==> src/rtl/sft_pkg.sv <==
package sft_pkg;

    // Controller state of the idle timer.
    typedef enum logic [1:0] {
        ST_IDLE  = 2'd0,
        ST_COUNT = 2'd1,
        ST_GRANT = 2'd2
    } sft_state_e;

    // Default idle classes used when the free-time code is zero.
    typedef enum logic [1:0] {
        CLS_RETRY   = 2'd0,
        CLS_NEWINIT = 2'd1,
        CLS_NEXT    = 2'd2,
        CLS_RSVD    = 2'd3
    } sft_class_e;

    // Required idle time in half-period ticks.
    // Nonzero code n -> (n - 0.5) periods -> 2n-1 half ticks.
    function automatic int half_limit(input int code, input int cls,
                                      input int retry_bp, input int new_bp,
                                      input int next_bp);
        if (code != 0) return 2 * code - 1;
        case (cls)
            0:       return 2 * retry_bp;
            1:       return 2 * new_bp;
            default: return 2 * next_bp;
        endcase
    endfunction

    // Largest limit any code or class can ask for.
    function automatic int max_half(input int code_w, input int retry_bp,
                                    input int new_bp, input int next_bp);
        int m;
        m = 2 * ((1 << code_w) - 1) - 1;
        if (2 * retry_bp > m) m = 2 * retry_bp;
        if (2 * new_bp > m)   m = 2 * new_bp;
        if (2 * next_bp > m)  m = 2 * next_bp;
        return m;
    endfunction

endpackage

==> src/rtl/sft_start_sel.sv <==
// Picks the start event according to the start mode.
module sft_start_sel (
    input  logic auto_start,
    input  logic tx_req,
    input  logic tx_eom,
    input  logic rx_eom,
    output logic arm
);
    always_comb begin
        if (auto_start) arm = tx_eom | rx_eom;
        else            arm = tx_req;
    end
endmodule

==> src/rtl/sft_limit.sv <==
// Turns the free-time code and default class into a half-tick limit.
module sft_limit
    import sft_pkg::*;
#(
    parameter int CODE_W   = 3,
    parameter int W        = 4,
    parameter int RETRY_BP = 3,
    parameter int NEW_BP   = 5,
    parameter int NEXT_BP  = 7
) (
    input  logic [CODE_W-1:0] code,
    input  logic [1:0]        cls,
    output logic [W-1:0]      limit
);
    always_comb begin
        limit = W'(half_limit(int'(code), int'(cls), RETRY_BP, NEW_BP, NEXT_BP));
    end
endmodule

==> src/rtl/sft_halfcnt.sv <==
// Half-period counter with clear priority over increment.
module sft_halfcnt #(
    parameter int W = 4
) (
    input  logic         clk,
    input  logic         rst,
    input  logic         clr,
    input  logic         en,
    output logic [W-1:0] cnt
);
    always_ff @(posedge clk) begin
        if (rst || clr) cnt <= '0;
        else if (en)    cnt <= cnt + W'(1);
    end
endmodule

==> src/rtl/sft_timer.sv <==
module sft_timer
    import sft_pkg::*;
#(
    parameter int CODE_W   = 3,
    parameter int RETRY_BP = 3,
    parameter int NEW_BP   = 5,
    parameter int NEXT_BP  = 7
) (
    input  logic              clk,
    input  logic              rst,
    input  logic              half_tick,
    input  logic              line_hi,
    input  logic [CODE_W-1:0] free_code,
    input  logic              auto_start,
    input  logic              tx_req,
    input  logic              tx_eom,
    input  logic              rx_eom,
    input  logic [1:0]        idle_class,
    input  logic              frame_ack,
    output logic              bus_free,
    output logic              line_err
);
    localparam int MAXH  = max_half(CODE_W, RETRY_BP, NEW_BP, NEXT_BP);
    localparam int CNT_W = $clog2(MAXH + 1);

    sft_state_e       st, st_nx;
    logic             arm, arm_ok, counting, granted;
    logic             cnt_clr, cnt_en, reach;
    logic [CNT_W-1:0] cnt, limit;
    logic [CNT_W:0]   cnt_nx;

    sft_start_sel i_sel (
        .auto_start (auto_start),
        .tx_req     (tx_req),
        .tx_eom     (tx_eom),
        .rx_eom     (rx_eom),
        .arm        (arm)
    );

    sft_limit #(
        .CODE_W   (CODE_W),
        .W        (CNT_W),
        .RETRY_BP (RETRY_BP),
        .NEW_BP   (NEW_BP),
        .NEXT_BP  (NEXT_BP)
    ) i_lim (
        .code  (free_code),
        .cls   (idle_class),
        .limit (limit)
    );

    assign counting = (st == ST_COUNT);
    assign granted  = (st == ST_GRANT);
    assign arm_ok   = arm && !granted;
    assign cnt_en   = counting && line_hi && half_tick;
    assign cnt_clr  = arm_ok || (counting && !line_hi) || (granted && frame_ack);
    assign cnt_nx   = {1'b0, cnt} + (CNT_W + 1)'(1);
    assign reach    = cnt_nx >= {1'b0, limit};

    sft_halfcnt #(.W(CNT_W)) i_cnt (
        .clk (clk),
        .rst (rst),
        .clr (cnt_clr),
        .en  (cnt_en),
        .cnt (cnt)
    );

    always_comb begin
        st_nx = st;
        case (st)
            ST_IDLE:  if (arm) st_nx = ST_COUNT;
            ST_COUNT: if (!arm && cnt_en && reach) st_nx = ST_GRANT;
            ST_GRANT: if (frame_ack) st_nx = ST_IDLE;
            default:  st_nx = ST_IDLE;
        endcase
    end

    always_ff @(posedge clk) begin
        if (rst) begin
            st       <= ST_IDLE;
            line_err <= 1'b0;
        end else begin
            st       <= st_nx;
            line_err <= counting && !line_hi;
        end
    end

    assign bus_free = granted;

endmodule

==> config.mk <==
export PLATFORM = sky130hd
export DESIGN_NAME = sft_timer
export DESIGN_NICKNAME = d
export VERILOG_FILES = /design/src/rtl/sft_pkg.sv /design/src/rtl/sft_start_sel.sv /design/src/rtl/sft_limit.sv /design/src/rtl/sft_halfcnt.sv /design/src/rtl/sft_timer.sv
export SDC_FILE = /design/constraint.sdc
export NUM_CORES = 1
export LEC_CHECK = 0
export ABC_AREA = 1
export CAP_MARGIN = 20
export CORE_AREA = 2 2 39 41
export DETAILED_ROUTE_END_ITERATION = 8
export DIE_AREA = 0 0 41 43
export PLACE_DENSITY_LB_ADDON = 0.12
export SLEW_MARGIN = 20
export SYNTH_ARGS = -nofsm -noshare
export SYNTH_HDL_FRONTEND = slang
export SYNTH_SLANG_ARGS = --single-unit
export TNS_END_PERCENT = 20
==> constraint.sdc <==
create_clock -name clk -period 5.85 [get_ports clk]
set_clock_uncertainty 0.05 [all_clocks]
set_input_delay 1.4625 -clock clk [delete_from_list [all_inputs] [get_ports clk]]
set_output_delay 1.4625 -clock clk [all_outputs]
set_load 0.01 [all_outputs]
==> results.cfg, run 1 <==
[yosys]
synth_nets = 104
synth_edf_count = 0
synth_top_area_share_pct = 25.1
netlist_area_um2 = 558
syn_inst = 83
ys_async_sr_fraction_pct = 0
ys_seq_elements = 7
syn_area_per_cell_um2 = 6.72
yosys_warnings = 0
yosysUniqueCellTypes = 17
synth_commonest_cells = 20 x nand2_1, 14 x inv_1, 12 x nor2_1
ys_top_cells_by_area = dfxtp_1 25%, ha_1 16%, nand2_1 13%, inv_1 9.4%, nor2_1 8.1%
yosysMostFrequentCell = nand2_1
seq_area_frac_synth_pct = 25.1
ys.flop_type = dfxtp_1
yosysTopAreaCell = dfxtp_1

[worst_setup_path]
cp_cell_sequence = clkdlybuf4s50_1, inv_1, ha_1, inv_1, nor2_1, inv_1, nand2_1, nand2_1, ha_1, a21oi_1, nand2_1, nand2_1, nand2_1, nand2_1, nand2_1, a21oi_1
critPathRequiredTime_ps = 5980
worstPathArrival_ps = 3340
startpoint = free_code[0]
end_kind = flop
critPathMaxFanout = 4
slowest_stage = clkdlybuf4s50_1
critPathMaxStageDelay_ps = 390
critical_path_class = primary input to flop
start_kind = primary input
critPathBufInv = 4
r2r_start = i_cnt.cnt[0]$_SDFFE_PP0P_
crit_top_cell = nand2_1
path_delay_family = buffers and inverters

[global_routing]
antenna_found_initial = 0
track_usage_pct = 15.2
grt_max_degree = 6
grt_pass1_vias = 465
grt_overflow_total = 0
grt_pass1_wl_mm = 1.79

[finish]
area_growth_pct = 35.2
layout-drive-gt1-share_pct = 10.8
multi_input_area_um2 = 349
antenna_cells = 0
nets = 124
fillCellCount = 147
regArea_um2 = 140
fin_util_pct = 54.5

[sta]
whs_ps = 516
fin_tns_setup_ps = 0
rsz0062_at_grt = false
max_slew_margin_pct = 83.8
setup_viol = 0
fmaxAchievable_mhz = 312
fin_crit_ps = 3210
hold_violations = 0
fin_crit_sh_pct = 54.8
worst_pin_slew_ps = 244
slew_violations = 0

[hold_path]
worstHoldStart = i_cnt.cnt[1]$_SDFFE_PP0P_
hp-class = flop to flop

[die]
core_um2 = 1380
fp.dieH_um = 43
num_rows = 14
initial_core_util_pct = 40.3
fp.dieArea_um2 = 1760
pin_count = 16
fp.dieW_um = 41

[cts]
cts_resized = 0
htree_num_levels = 1
cts_sinks = 7
cts_buffers = 3
cts-root-buf = clkbuf_4
cts_tree = done
clock_path_buffers = 2
cts_hold_buf = 0
insertion_delay_ps = 250
cts_setup_buffers = 0
clkTransAtPathRegs_ps = 50

[status]
status = complete, no violations

[power]
fin_total_pwr_mw = 0.120
powerDensity_nw_per_um2 = 159
ir_drop_v = 0.000104
leakagePower_nw = 0.373

[detailed_routing]
wl_per_cell_um = 8.05
wl_um = 950
route.detailed.drc = 0
dr.pass1.iters = 4
drt_iter0_drc = 3
vias = 507
vias_per_cell = 4.30
ant_nets = 0

[placement]
hpwl_um = 829
place.gp.congestion = 0.707
portBuffers = 15

[flow_run]
maxCapViolCount = 0
## sequential cells by signal, indices dropped and copies added (netlist names)
name / cells
st: 2
line_err: 1
i_cnt.cnt: 4
## stage by stage
stage                     worst slack (ps)  cell area [um2]  std cells
final                                 2640              754        118
after detailed placement              2390              728        114
after CTS                             2640              754        118
after global routing                  2410              754        118
after floorplan                       2960              558         83
after global placement                2410              728        114
## worst min-delay path: stages (launching register included)
cell     delay, ps
dfxtp_1        330
nand2_1         70
nand2_1         50
inv_1           40
nor2_1          30
## path summary, 6_finish.rpt
kind	end	slack [ps]	cells past startpoint
max	st[0]$_SDFFE_PP0P_	2640	16
min	i_cnt.cnt[1]$_SDFFE_PP0P_	520	4
max reg2reg	st[0]$_SDFFE_PP0P_	4140	10
min reg2reg	i_cnt.cnt[1]$_SDFFE_PP0P_	520	4
## cells in the final DEF, fill, tap and decap left out
| cell type | count |
|---|---|
| a21oi_1 | 5 |
| clkbuf_1 | 1 |
| clkbuf_4 | 3 |
| clkdlybuf4s50_1 | 15 |
| clkinv_2 | 1 |
| dfxtp_1 | 7 |
| ha_1 | 7 |
| inv_1 | 14 |
| inv_2 | 3 |
| nand2_1 | 20 |
| nand3_1 | 2 |
| nand3_4 | 1 |
| nand3b_1 | 2 |
| nor2_1 | 12 |
| nor2_2 | 1 |
| nor2_4 | 1 |
| o21ai_1 | 1 |
| o21ai_2 | 1 |
| o21bai_1 | 1 |
| xor2_1 | 4 |
## cell type report
class / instances / share of cell area (%)
Multi-Input combinational cell: 58 / 46.3
Inverter: 18 / 9.12
Clock buffer: 4 / 3.48
Tap cell: 16 / 2.65
Sequential cell: 7 / 18.6
Timing Repair Buffer: 15 / 19.9
## power by group
group          switching [mW]  internal, mW
Sequential           0.000734        0.0489
Clock                  0.0183        0.0261
Combinational          0.0116        0.0142
## metal layers
layer	vias to the layer above	wire, um	GRT usage (%)
li1	292	-	-
met1	205	439	17.5
met2	8	458	22.8
met3	2	41	6.28
met4	0	10	8.00
met5	-	0	0
## logic make-up after synthesis
group | count (synthesis) | synth area share [%]
buf+inv | 18 | 12.3
fa+ha+maj | 7 | 15.7
flops | 7 | 25.1
xor+xnor | 4 | 6.28
compound gates | 8 | 8.30
simple gates | 39 | 32.3
Power figures use the tool's default switching activity.
==> inputs of run 2 (changes only) <==
Settings changed: CORE_AREA 2 2 39 41 to unset, CORE_UTILIZATION set to 40, DIE_AREA 0 0 41 43 to unset.
Clock period 5.85 ns to 2.8 ns, I/O delays scaled along.
==> run 2 against run 1 <==
Against the previous run: power up 110%; non-clock buffer count unchanged; sequential power up 110%; clock power up 99%; setup slack worse by 2300 ps; cell count down 0.85%; sequential cell count unchanged; routed wire length up 0.84%; critical path depth unchanged; first-iteration DRC count down 67%; critical endpoint unchanged; largest cell class unchanged; largest power group unchanged.
==> results.cfg, run 2 (synthesis gave the netlist of run 1 again) <==
[die]
num_rows = 13
core_um2 = 1300
initial_core_util_pct = 42.9
fp.dieArea_um2 = 1550
pin_count = 16
fp.dieW_um = 39.4
fp.dieH_um = 39.4

[detailed_routing]
drt_iter0_drc = 1
ant_nets = 0
vias_per_cell = 4.35
wl_per_cell_um = 8.19
vias = 509
route.detailed.drc = 0
dr.pass1.iters = 2
wl_um = 958

[finish]
nets = 124
layout-drive-gt1-share_pct = 10.8
regMostFlops = i_cnt.cnt
area_growth_pct = 35.0
fillCellCount = 135
mostFrequentLayoutCells = 20 x nand2_1, 15 x clkdlybuf4s50_1, 14 x inv_1
fin_cells = 117
regArea_um2 = 140
multi_input_area_um2 = 349
top_regs = i_cnt.cnt: 4 flops, st: 2 flops, line_err: 1 flops
antenna_cells = 0
largest_register_ffs = 4
layout_commonest_cell = nand2_1

[worst_setup_path]
critPathMaxFanout = 4
slowest_stage = clkdlybuf4s50_1
ff2ff_path_depth = 10
start_kind = primary input
cp_cell_sequence = clkdlybuf4s50_1, inv_1, ha_1, inv_1, nor2_1, inv_1, nand2_1, nand2_1, ha_1, a21oi_1, nand2_1, nand2_1, nand2_1, nand2_1, nand2_1, a21oi_1
crit_top_cell = nand2_1
worstReg2RegEnd = st[0]$_SDFFE_PP0P_
r2r_start = i_cnt.cnt[0]$_SDFFE_PP0P_
critPathMaxStageDelay_ps = 400
reg2reg_slack_ps = 1070
critPathRequiredTime_ps = 2930
worstPathArrival_ps = 2550
end_kind = flop
critical_path_class = primary input to flop

[global_routing]
track_usage_pct = 16.7
grt_overflow_total = 0
grt_pass1_vias = 455
grt_max_degree = 6
grt_pass1_wl_mm = 1.68
antenna_found_initial = 0

[power]
powerDensity_nw_per_um2 = 328
ir_drop_v = 0.000267
leakagePower_nw = 0.373

[status]
status = complete, no violations

[sta]
slew_violations = 0
fin_crit_ps = 2420
hold_violations = 0
max_slew_margin_pct = 83.3
fin_crit_sh_pct = 86.6
worst_pin_slew_ps = 250
fin_tns_setup_ps = 0
setup_viol = 0
rsz0062_at_grt = false
fmaxAchievable_mhz = 412

[hold_path]
worstHoldStart = i_cnt.cnt[1]$_SDFFE_PP0P_
hp-class = flop to flop
whs_path_depth = 4
holdPathEnd = i_cnt.cnt[1]$_SDFFE_PP0P_

[cts]
clock_path_buffers = 2
cts_sinks = 7
cts_resized = 0
cts-root-buf = clkbuf_4
htree_num_levels = 1
cts_tree = done
cts_hold_buf = 0
insertion_delay_ps = 250
cts_setup_buffers = 0
clkTransAtPathRegs_ps = 50
cts_buffers = 3

[placement]
place.gp.congestion = 0.813
dp.cells = 113
hpwl_um = 775
portBuffers = 15

[flow_run]
maxCapViolCount = 0
## run 2: cell counts in the layout (fill, tap and decap cells not counted)
No cell type changed its count.
## run 2: layout make-up
class,instances,share of cell area [%]
clock buffer,4,3.49
inverter,18,9.14
multi-input combinational,58,46.3
sequential,7,18.6
tap,15,2.49
timing repair buffer,15,19.9
## run 2: how the worst max path moves through the flow
stage	startpoint	slack, ps	to	cells past startpoint
finish	free_code[0]	380	st[0]$_SDFFE_PP0P_	16
global route	free_code[0]	120	st[0]$_SDFFE_PP0P_	16
global placement	free_code[0]	140	st[0]$_SDFFE_PP0P_	16
CTS	free_code[0]	360	st[0]$_SDFFE_PP0P_	18
floorplan	free_code[0]	670	st[0]$_SDFFE_PP0P_	15
detailed placement	free_code[0]	110	st[0]$_SDFFE_PP0P_	18
## run 2: power breakdown
group	total, mW	internal, mW	leakage (nW)	switching (mW)
logic	0.0545	0.0297	0.301	0.0248
registers	0.104	0.102	0.0568	0.00165
clock network	0.0884	0.0542	0.0150	0.0342
## run 2: routing by layer
metal	up-vias	global-route usage [%]	wire length, um
li1	289	-	-
met3	4	3.41	59
met2	13	26.3	400
met1	203	19.5	471
met5	-	0	0
met4	0	12.9	27
## run 2: worst max-delay path: cells and delay by family
family / cells / cell delay (ps)
AO/OA/AOI/OAI: 2 / 230
AND/OR/NAND/NOR: 8 / 550
adder cells (fa/ha/maj): 2 / 440
buffers and inverters: 4 / 640
## run 2: stage by stage
stage / power [mW] / util (%) / setup WS (ps) / hold WS, ps / instance area, um2
after floorplan: 0.134 / - / 674 / 469 / 558
after global placement: 0.160 / 55.9 / 142 / 487 / 727
after detailed placement: 0.161 / 55.9 / 112 / 484 / 727
after CTS: 0.252 / 57.9 / 357 / 495 / 753
after global routing: 0.263 / 57.9 / 123 / 559 / 753
final: 0.247 / 57.9 / 375 / 492 / 753
